<file path="src/rtl/periodic_irq_divider_pkg.sv">
// Shared definitions for the periodic interrupt divider.
// Assumes rate codes are unsigned and that aliasing applies to the low codes.
package periodic_irq_divider_pkg;

    // Enable pair carried between the top and the pulse generator
    typedef struct packed {
        logic pie;
        logic sqw;
    } pid_en_t;

    // Lowest rate codes are folded upward by this amount
    localparam int unsigned PID_ALIAS_MAX = 2;
    localparam int unsigned PID_ALIAS_ADD = 7;

    // Returns log2 of the period for a nonzero code (0 when code is 0)
    function automatic int unsigned pid_shift(input int unsigned code);
        int unsigned eff;
        if (code == 0) begin
            return 0;
        end
        eff = (code <= PID_ALIAS_MAX) ? code + PID_ALIAS_ADD : code;
        return eff - 1;
    endfunction

endpackage

</file>
<file path="src/rtl/pid_prescaler.sv">
// Free-running strobe counter.
// Advances by one on each timebase strobe and wraps at 2^W.
// Assumes the strobe is a single-cycle enable in the clk domain.
module pid_prescaler #(
    parameter int unsigned W = 15
) (
    input  logic         clk,
    input  logic         rst_n,
    input  logic         strobe,
    output logic [W-1:0] cnt_q,
    output logic [W-1:0] cnt_nxt
);

    // Value the counter will hold after the current strobe
    always_comb begin
        cnt_nxt = cnt_q + W'(1);
    end

    // Count register, cleared by synchronous reset
    always_ff @(posedge clk) begin
        if (!rst_n) begin
            cnt_q <= '0;
        end else if (strobe) begin
            cnt_q <= cnt_nxt;
        end
    end

endmodule

</file>
<file path="src/rtl/pid_rate_decode.sv">
// Decodes the rate code into a boundary mask and an active flag.
// mask has the low (shift) bits set; a count is on a boundary when count & mask == 0.
// Assumes the period never exceeds the prescaler range.
module pid_rate_decode
    import periodic_irq_divider_pkg::*;
#(
    parameter int unsigned CODE_W = 4,
    parameter int unsigned W      = 15
) (
    input  logic [CODE_W-1:0] code,
    output logic [W-1:0]      mask,
    output logic              code_on
);

    localparam int unsigned SHIFT_W = $clog2(W + 1);

    logic [SHIFT_W-1:0] shift;

    // Effective log2 period after aliasing
    always_comb begin
        shift   = SHIFT_W'(pid_shift(int'(code)));
        code_on = (code != '0);
    end

    // One mask bit per prescaler bit
    for (genvar i = 0; i < int'(W); i++) begin : g_mask
        assign mask[i] = (int'(shift) > i);
    end

endmodule

</file>
<file path="src/rtl/pid_pulse_gen.sv">
// Produces the registered one-cycle flag-set and square-wave pulses.
// Fires when a strobe lands the prescaler on a period boundary while the
// divider is active. Assumes cnt_nxt is the post-strobe prescaler value.
module pid_pulse_gen
    import periodic_irq_divider_pkg::*;
#(
    parameter int unsigned W = 15
) (
    input  logic         clk,
    input  logic         rst_n,
    input  logic         strobe,
    input  logic [W-1:0] cnt_nxt,
    input  logic [W-1:0] mask,
    input  logic         code_on,
    input  pid_en_t      en,
    output logic         pf_q,
    output logic         sq_q
);

    logic boundary;
    logic fire;

    // Boundary test and activity gating
    always_comb begin
        boundary = ((cnt_nxt & mask) == '0);
        fire     = strobe && boundary && code_on && (en.pie || en.sqw);
    end

    // Pulse registers, low unless the current cycle fires
    always_ff @(posedge clk) begin
        if (!rst_n) begin
            pf_q <= 1'b0;
            sq_q <= 1'b0;
        end else begin
            pf_q <= fire && en.pie;
            sq_q <= fire && en.sqw;
        end
    end

endmodule

</file>
<file path="src/rtl/periodic_irq_divider.sv">
// Top of the periodic interrupt divider.
// Counts timebase strobes, decodes the rate code and emits aligned pulses.
// Assumes tick_en is a single-cycle strobe synchronous to clk.
module periodic_irq_divider
    import periodic_irq_divider_pkg::*;
#(
    parameter int unsigned PRESC_W = 15,
    parameter int unsigned CODE_W  = 4
) (
    input  logic              clk,
    input  logic              rst_n,
    input  logic              tick_en,
    input  logic [CODE_W-1:0] rate_code,
    input  logic              pie_en,
    input  logic              sqw_en,
    output logic              pf_set,
    output logic              sqw_pulse
);

    logic [PRESC_W-1:0] presc_q;
    logic [PRESC_W-1:0] presc_nxt;
    logic [PRESC_W-1:0] bnd_mask;
    logic               code_on;
    pid_en_t            en;

    // Bundle the enables
    always_comb begin
        en.pie = pie_en;
        en.sqw = sqw_en;
    end

    pid_prescaler #(.W(PRESC_W)) u_presc (
        .clk     (clk),
        .rst_n   (rst_n),
        .strobe  (tick_en),
        .cnt_q   (presc_q),
        .cnt_nxt (presc_nxt)
    );

    pid_rate_decode #(.CODE_W(CODE_W), .W(PRESC_W)) u_dec (
        .code    (rate_code),
        .mask    (bnd_mask),
        .code_on (code_on)
    );

    pid_pulse_gen #(.W(PRESC_W)) u_gen (
        .clk     (clk),
        .rst_n   (rst_n),
        .strobe  (tick_en),
        .cnt_nxt (presc_nxt),
        .mask    (bnd_mask),
        .code_on (code_on),
        .en      (en),
        .pf_q    (pf_set),
        .sq_q    (sqw_pulse)
    );

endmodule

</file>
<file path="config.mk">
export PLATFORM = sky130hd
export DESIGN_NAME = periodic_irq_divider
export DESIGN_NICKNAME = d
export VERILOG_FILES = /design/src/rtl/periodic_irq_divider_pkg.sv /design/src/rtl/pid_prescaler.sv /design/src/rtl/pid_rate_decode.sv /design/src/rtl/pid_pulse_gen.sv /design/src/rtl/periodic_irq_divider.sv
export SDC_FILE = /design/constraint.sdc
export NUM_CORES = 1
export LEC_CHECK = 0
export BUFFER_PORTS_ARGS = -buffer_cell sky130_fd_sc_hd__clkbuf_2
export CAP_MARGIN = 20
export CELL_PAD_IN_SITES_DETAIL_PLACEMENT = 1
export CELL_PAD_IN_SITES_GLOBAL_PLACEMENT = 1
export CORE_ASPECT_RATIO = 1.5
export CORE_UTILIZATION = 45
export DETAILED_ROUTE_END_ITERATION = 12
export PLACE_DENSITY_LB_ADDON = 0.25
export RECOVER_POWER = 50
export SLEW_MARGIN = 20
export SYNTH_ARGS = -nofsm -noshare
export SYNTH_HDL_FRONTEND = slang
export SYNTH_SLANG_ARGS = --single-unit
</file>
<file path="constraint.sdc">
create_clock -name clk -period 3.4 [get_ports clk]
set_input_delay 0.34 -clock clk [delete_from_list [all_inputs] [get_ports clk]]
set_output_delay 0.34 -clock clk [all_outputs]
set_load 0.005 [all_outputs]
</file>
==> results of run 1 <==
-- kinds of logic after synthesis --
family / share of synthesized area [%]
muxes: 1.634
AOI/OAI and AO/OA: 14.53
adders and majority gates: 3.440
and+or+nand+nor: 34.65
DFF: 23.39
xor gates and xnor gates: 16.25
buffers and inverters: 6.105
-- state kept, by name (all words and copies together), names as in the netlist --
register       flops
u_gen.sq_q         1
u_presc.cnt_q     15
u_gen.pf_q         1
-- layout by cell type (no fill, tap or decap), types with 2 or more instances in the layout --
| master | n |
|---|---|
| a21oi_1 | 5 |
| and2_0 | 4 |
| and2_1 | 11 |
| clkbuf_2 | 10 |
| clkbuf_8 | 3 |
| dfxtp_1 | 17 |
| ha_1 | 4 |
| inv_1 | 5 |
| nand2_1 | 17 |
| nand3_1 | 8 |
| nand4_1 | 6 |
| nor2_1 | 8 |
| nor2_2 | 2 |
| nor2b_1 | 4 |
| nor3_1 | 4 |
| nor3b_1 | 2 |
| nor4_2 | 2 |
| o211ai_1 | 2 |
| o21ai_0 | 4 |
| o32ai_1 | 2 |
| or2_2 | 2 |
| or3_1 | 2 |
| xnor2_1 | 21 |
| xor2_1 | 6 |
-- metal layers --
| metal | global-route usage (%) | routed length (µm) |
|---|---|---|
| met4 | 8.497 | 60 |
| met5 | 0 | 0 |
| met2 | 45.54 | 1957 |
| met1 | 25.55 | 1542 |
| met3 | 2.760 | 48 |
-- final cells by class --
class	count	area, µm²
fill	405	1474
multi-input combinational	146	1026
sequential	17	340.3
timing repair buffer	10	50.05
tap	39	48.80
clock buffer	4	45.04
inverter	5	18.77
-- power groups by stage --
stage / combinational (mW) / sequential (mW) / clock, mW
final: 0.0880 / 0.207 / 0.154
after global routing: 0.0972 / 0.207 / 0.167
after CTS: 0.0877 / 0.206 / 0.161
after detailed placement: 0.0871 / 0.211 / 0
after global placement: 0.0835 / 0.211 / 0
after floorplan: 0.0681 / 0.209 / 0
-- worst max-delay path by stage --
stage / startpoint / endpoint / slack, ns / depth (start not counted)
finish: rate_code[0] / u_gen.sq_q$_SDFF_PN0_ / 0.40 / 15
global placement: rate_code[0] / u_gen.pf_q$_SDFF_PN0_ / 0.37 / 15
detailed placement: rate_code[0] / u_gen.sq_q$_SDFF_PN0_ / 0.18 / 15
floorplan: rate_code[0] / u_gen.pf_q$_SDFF_PN0_ / 0.66 / 12
global route: rate_code[0] / u_gen.sq_q$_SDFF_PN0_ / 0.08 / 15
CTS: rate_code[0] / u_gen.sq_q$_SDFF_PN0_ / 0.41 / 15
-- metrics by stage --
| stage | instances | setup WS, ns | total power [mW] |
|---|---|---|---|
| CTS | 221 | 0.4131 | 0.4548 |
| detailed placement | 217 | 0.1798 | 0.2982 |
| global placement | 217 | 0.3722 | 0.2942 |
| floorplan | 179 | 0.6627 | 0.2776 |
| finish | 221 | 0.4039 | 0.4488 |
| global route | 221 | 0.07955 | 0.4707 |
==> reports/qor.txt, run 1 <==
run status - completed
peak supply drop - 0.2614 mV
Final Setup Violations - 0
number of H-tree levels - 1
# hold bufs at CTS - 0
FF-to-FF Start - u_presc.cnt_q[0]$_SDFFE_PN0P_
final design utilization - 50.92%
vias in the first global route - 1418
Worst-path clk slew - 0.07 ns
Pleak - 0.5137 nW
final WL - 3.609 mm
Clock Tree Root - clkbuf_8
Seq/Total Area, Yosys - 23.39%
Post-route DRC - 0
Post-Syn Area - 1455 µm²
n_diodes - 0
clk sinks - 17
Syn Area/Cell - 8.129 µm²
die height - 71.65 µm
Post-CTS Resized - 0
share of total power in the clock network - 34.3%
fin crit period - 2.996 ns
share of cells above drive strength 1 - 16.48%
Synth Instances - 179
Synth area leader - dfxtp_1
Slew @ Worst Pin - 0.4094 ns
CTS buffer count - 3
first-pass GRT wire length - 6.486 mm
post-route cell area - 1529 µm²
final-report max-slew violation count - 0
Worst Hold End - u_gen.pf_q$_SDFF_PN0_
Max-Cap Viols - 0
most frequent cells after synthesis - xnor2_1 (21), dfxtp_1 (17), nand2_1 (17), and2_1 (15)
period utilisation layout - 88.12%
Post-synth EDFFs - 0
Detail Route Antenna Nets - 0
TNS Setup - 0 ns
main flop type after synthesis - dfxtp_1
largest net degree at the start of global routing - 17
Total GRT Usage - 23.39%
nets - 196
synth top area cells - dfxtp_1 (23%), xnor2_1 (13%), and2_1 (6.4%)
Worst-Skew Late Latency - 0.26 ns
routed length per instance - 16.33 µm
CTS max path bufs - 2
hold slack final - 0.3395 ns
Routability Congestion - 0.8268
Final Hold Viols - 0
crit path launch type - primary input
Rel. slew slack - 72.36%
internal power - 321.8 µW
core box area - 3003 µm²
postcts setup bufs - 0
worst r2r dst - u_gen.sq_q$_SDFF_PN0_
Seq pwr share - 46.1%
grt total ovfl - 0
Synth warnings - 0
vias post-DR - 1279
synth unique cells - 55
DP Area - 1484 µm²
Pwr per Cell Area - 293.6 nW/µm²
CTS tree - done
Critical Path Max Stage Delay - 0.41 ns
Cells on Worst Hold Path - 2
Synth top area share - 23.39%
Port Buf Inserts - 10
skew final - 0.006952 ns
worst-path maximum fanout - 9
Crit. End Element - register
Max Clk Rate - 333.8 MHz
type of the tightest min-delay check - primary input to register
DRT Pass-1 Iters - 4
Via density - 5.787
sw power - 127.0 µW
Area Overhead vs Synth - 5.073%
Iteration-0 DRC Markers - 29
I/O pins - 11
top-count cell post-synth - xnor2_1
Post-synth ARST share - 0%
RSZ-0062 raised after global routing - no
critical path arrival - 3.17 ns
antenna violations before repair - 0
worst path cell trace - clkbuf_2 > inv_1 > ha_1 > and2b_1 > nor3_2 > or2_2 > inv_1 > ha_1 > nor2b_1 > o21bai_1 > nand2_1 > o311ai_0 > a211oi_1 > a41oi_2 > nor3b_1
Die X - 48.43 µm
num rows - 24
startpoint of the worst hold path - pie_en
switch share - 28.29%
CP required - 3.57 ns
Net Count, Synth - 192
WP buf/inv - 3
reg-to-reg slack, setup - 1.13 ns
DP HPWL - 2.761 mm
Reg2Reg Depth - 8
CP top delay family - simple AND/OR/NAND/NOR gates
Die Area - 3470 µm²
initial core utilization - 48.46%
Worst Setup Path Type - primary input to register
slowest CP cell - ha_1
Synth Register Bits - 17
Logic pwr share - 19.6%
Note: power is estimated with default switching activity, not from simulation.
==> run 2: changes to the inputs <==
--- a/config.mk
+++ b/config.mk
@@ -14,6 +14,7 @@
 export DETAILED_ROUTE_END_ITERATION = 12
 export PLACE_DENSITY_LB_ADDON = 0.25
 export RECOVER_POWER = 50
+export REMOVE_ABC_BUFFERS = 1
 export SLEW_MARGIN = 20
 export SYNTH_ARGS = -nofsm -noshare
 export SYNTH_HDL_FRONTEND = slang
==> run 2 against run 1 <==
  * Via count decreased by 2.3%
  * Register-to-register slack about the same
  * Final cell count unchanged
  * Flip-flop and latch count unchanged
  * Wire length decreased by 2.8%
  * Critical path type unchanged
  * Largest power group unchanged
==> reports/qor.txt, run 2 (synthesized netlist as in run 1, its figures left out) <==
Via density - 5.656
type of the tightest min-delay check - primary input to register
final WL - 3.508 mm
Crit. End Element - register
Post-route DRC - 0
skew final - 0.003936 ns
vias in the first global route - 1332
commonest non-fill, non-tap cell in the layout - xnor2_1
total power - 449.9 µW
I/O pins - 11
postcts setup bufs - 0
post-place setup slack - 0.1589 ns
Post-CTS Resized - 0
Die Area - 3470 µm²
Rel. slew slack - 72.34%
first-pass GRT wire length - 6.113 mm
routed length per instance - 15.87 µm
initial core utilization - 48.46%
antenna violations before repair - 0
Worst-Skew Late Latency - 0.26 ns
CTS buffer count - 3
Clock Tree Root - clkbuf_8
slowest CP cell - ha_1
Largest Register - u_presc.cnt_q
fin crit period - 2.971 ns
Largest regs - u_presc.cnt_q (15), u_gen.pf_q (1), u_gen.sq_q (1)
DRT Pass-1 Iters - 4
number of H-tree levels - 1
# hold bufs at CTS - 0
core box area - 3003 µm²
grt total ovfl - 0
Iteration-0 DRC Markers - 13
Slew @ Worst Pin - 0.4143 ns
Total GRT Usage - 22.38%
final-report max-slew violation count - 0
DP Area - 1484 µm²
TNS Setup - 0 ns
CP required - 3.58 ns
period utilisation layout - 87.39%
Pleak - 0.5095 nW
Area Overhead vs Synth - 4.987%
n_diodes - 0
nets - 196
crit path launch type - primary input
CTS tree - done
largest net degree at the start of global routing - 17
die height - 71.65 µm
peak supply drop - 0.2215 mV
critical path arrival - 3.15 ns
fin cells - 221
RSZ-0062 raised after global routing - no
Final Setup Violations - 0
max reg flops - 15
DP HPWL - 2.772 mm
Critical Path Max Stage Delay - 0.42 ns
post-route cell area - 1528 µm²
Die X - 48.43 µm
run status - completed
Routability Congestion - 0.9051
Detail Route Antenna Nets - 0
dpl cells - 217
Max-Cap Viols - 0
share of cells above drive strength 1 - 15.93%
vias post-DR - 1250
Pwr per Cell Area - 294.5 nW/µm²
Port Buf Inserts - 10
Final Hold Viols - 0
Worst Setup Path Type - primary input to register
worst-path maximum fanout - 9
worst path cell trace - clkbuf_2 > inv_1 > ha_1 > and2b_1 > nor3_2 > or2_2 > inv_1 > ha_1 > nor2b_1 > o21bai_1 > nand2_1 > o311ai_0 > a211oi_1 > a41oi_2 > nor3b_1
CTS max path bufs - 2
most frequent cells in the layout - xnor2_1 (21), nand2_1 (17), dfxtp_1 (17), and2_1 (10), clkbuf_2 (9)
Worst-path clk slew - 0.07 ns
num rows - 24
final worst slack - 0.4288 ns
Max Clk Rate - 336.6 MHz
clk sinks - 17
==> run 2: cell count changes in the layout (fill, tap and decap cells not counted) <==
| cell | previous run | this run |
|---|---|---|
| and2_0 | 4 | 5 |
| and2_1 | 11 | 10 |
| clkbuf_1 | 1 | 2 |
| clkbuf_2 | 10 | 9 |
==> run 2: final cells by class <==
cell class / instances / area (µm²)
inverter: 5 / 18.77
timing repair buffer: 10 / 48.80
multi-input combinational: 146 / 1026
tap: 39 / 48.80
clock buffer: 4 / 45.04
sequential: 17 / 340.3
fill: 381 / 1475
==> run 2: worst paths after layout <==
kind | from | to | slack (ns) | cells after the start
min | pie_en | u_gen.pf_q$_SDFF_PN0_ | 0.34 | 2
min reg2reg | u_presc.cnt_q[1]$_SDFFE_PN0P_ | u_presc.cnt_q[1]$_SDFFE_PN0P_ | 0.59 | 2
max | rate_code[0] | u_gen.sq_q$_SDFF_PN0_ | 0.43 | 15
max reg2reg | u_presc.cnt_q[0]$_SDFFE_PN0P_ | u_gen.sq_q$_SDFF_PN0_ | 1.12 | 8
==> run 2: layer usage <==
metal  routed length [µm]  track usage [%]
met1                 1447            23.12
met2                 1917            44.29
met3                   34            2.123
met4                  109            10.78
met5                    0                0
==> run 2: per-stage QoR <==
stage | hold slack [ns] | util, %
after floorplan | 0.4617 | -
after global placement | 0.5538 | 49.42
after detailed placement | 0.6008 | 49.42
after CTS | 0.3412 | 50.92
after global routing | 0.3433 | 50.88
final | 0.3397 | 50.88
==> run 2: critical path, delay by kind of cell <==
kind,cells,cell delay [ns]
AND/OR/NAND/NOR,6,1.12
AO/OA/AOI/OAI,4,0.72
adder cells (fa/ha/maj),2,0.63
buffers and inverters,3,0.33
==> run 2: power by group <==
part / internal (mW) / total (mW) / leakage (nW) / switching (mW)
sequential: 0.202 / 0.207 / 0.137 / 0.00440
combinational: 0.0360 / 0.0875 / 0.349 / 0.0515
clock: 0.0834 / 0.156 / 0.0228 / 0.0724
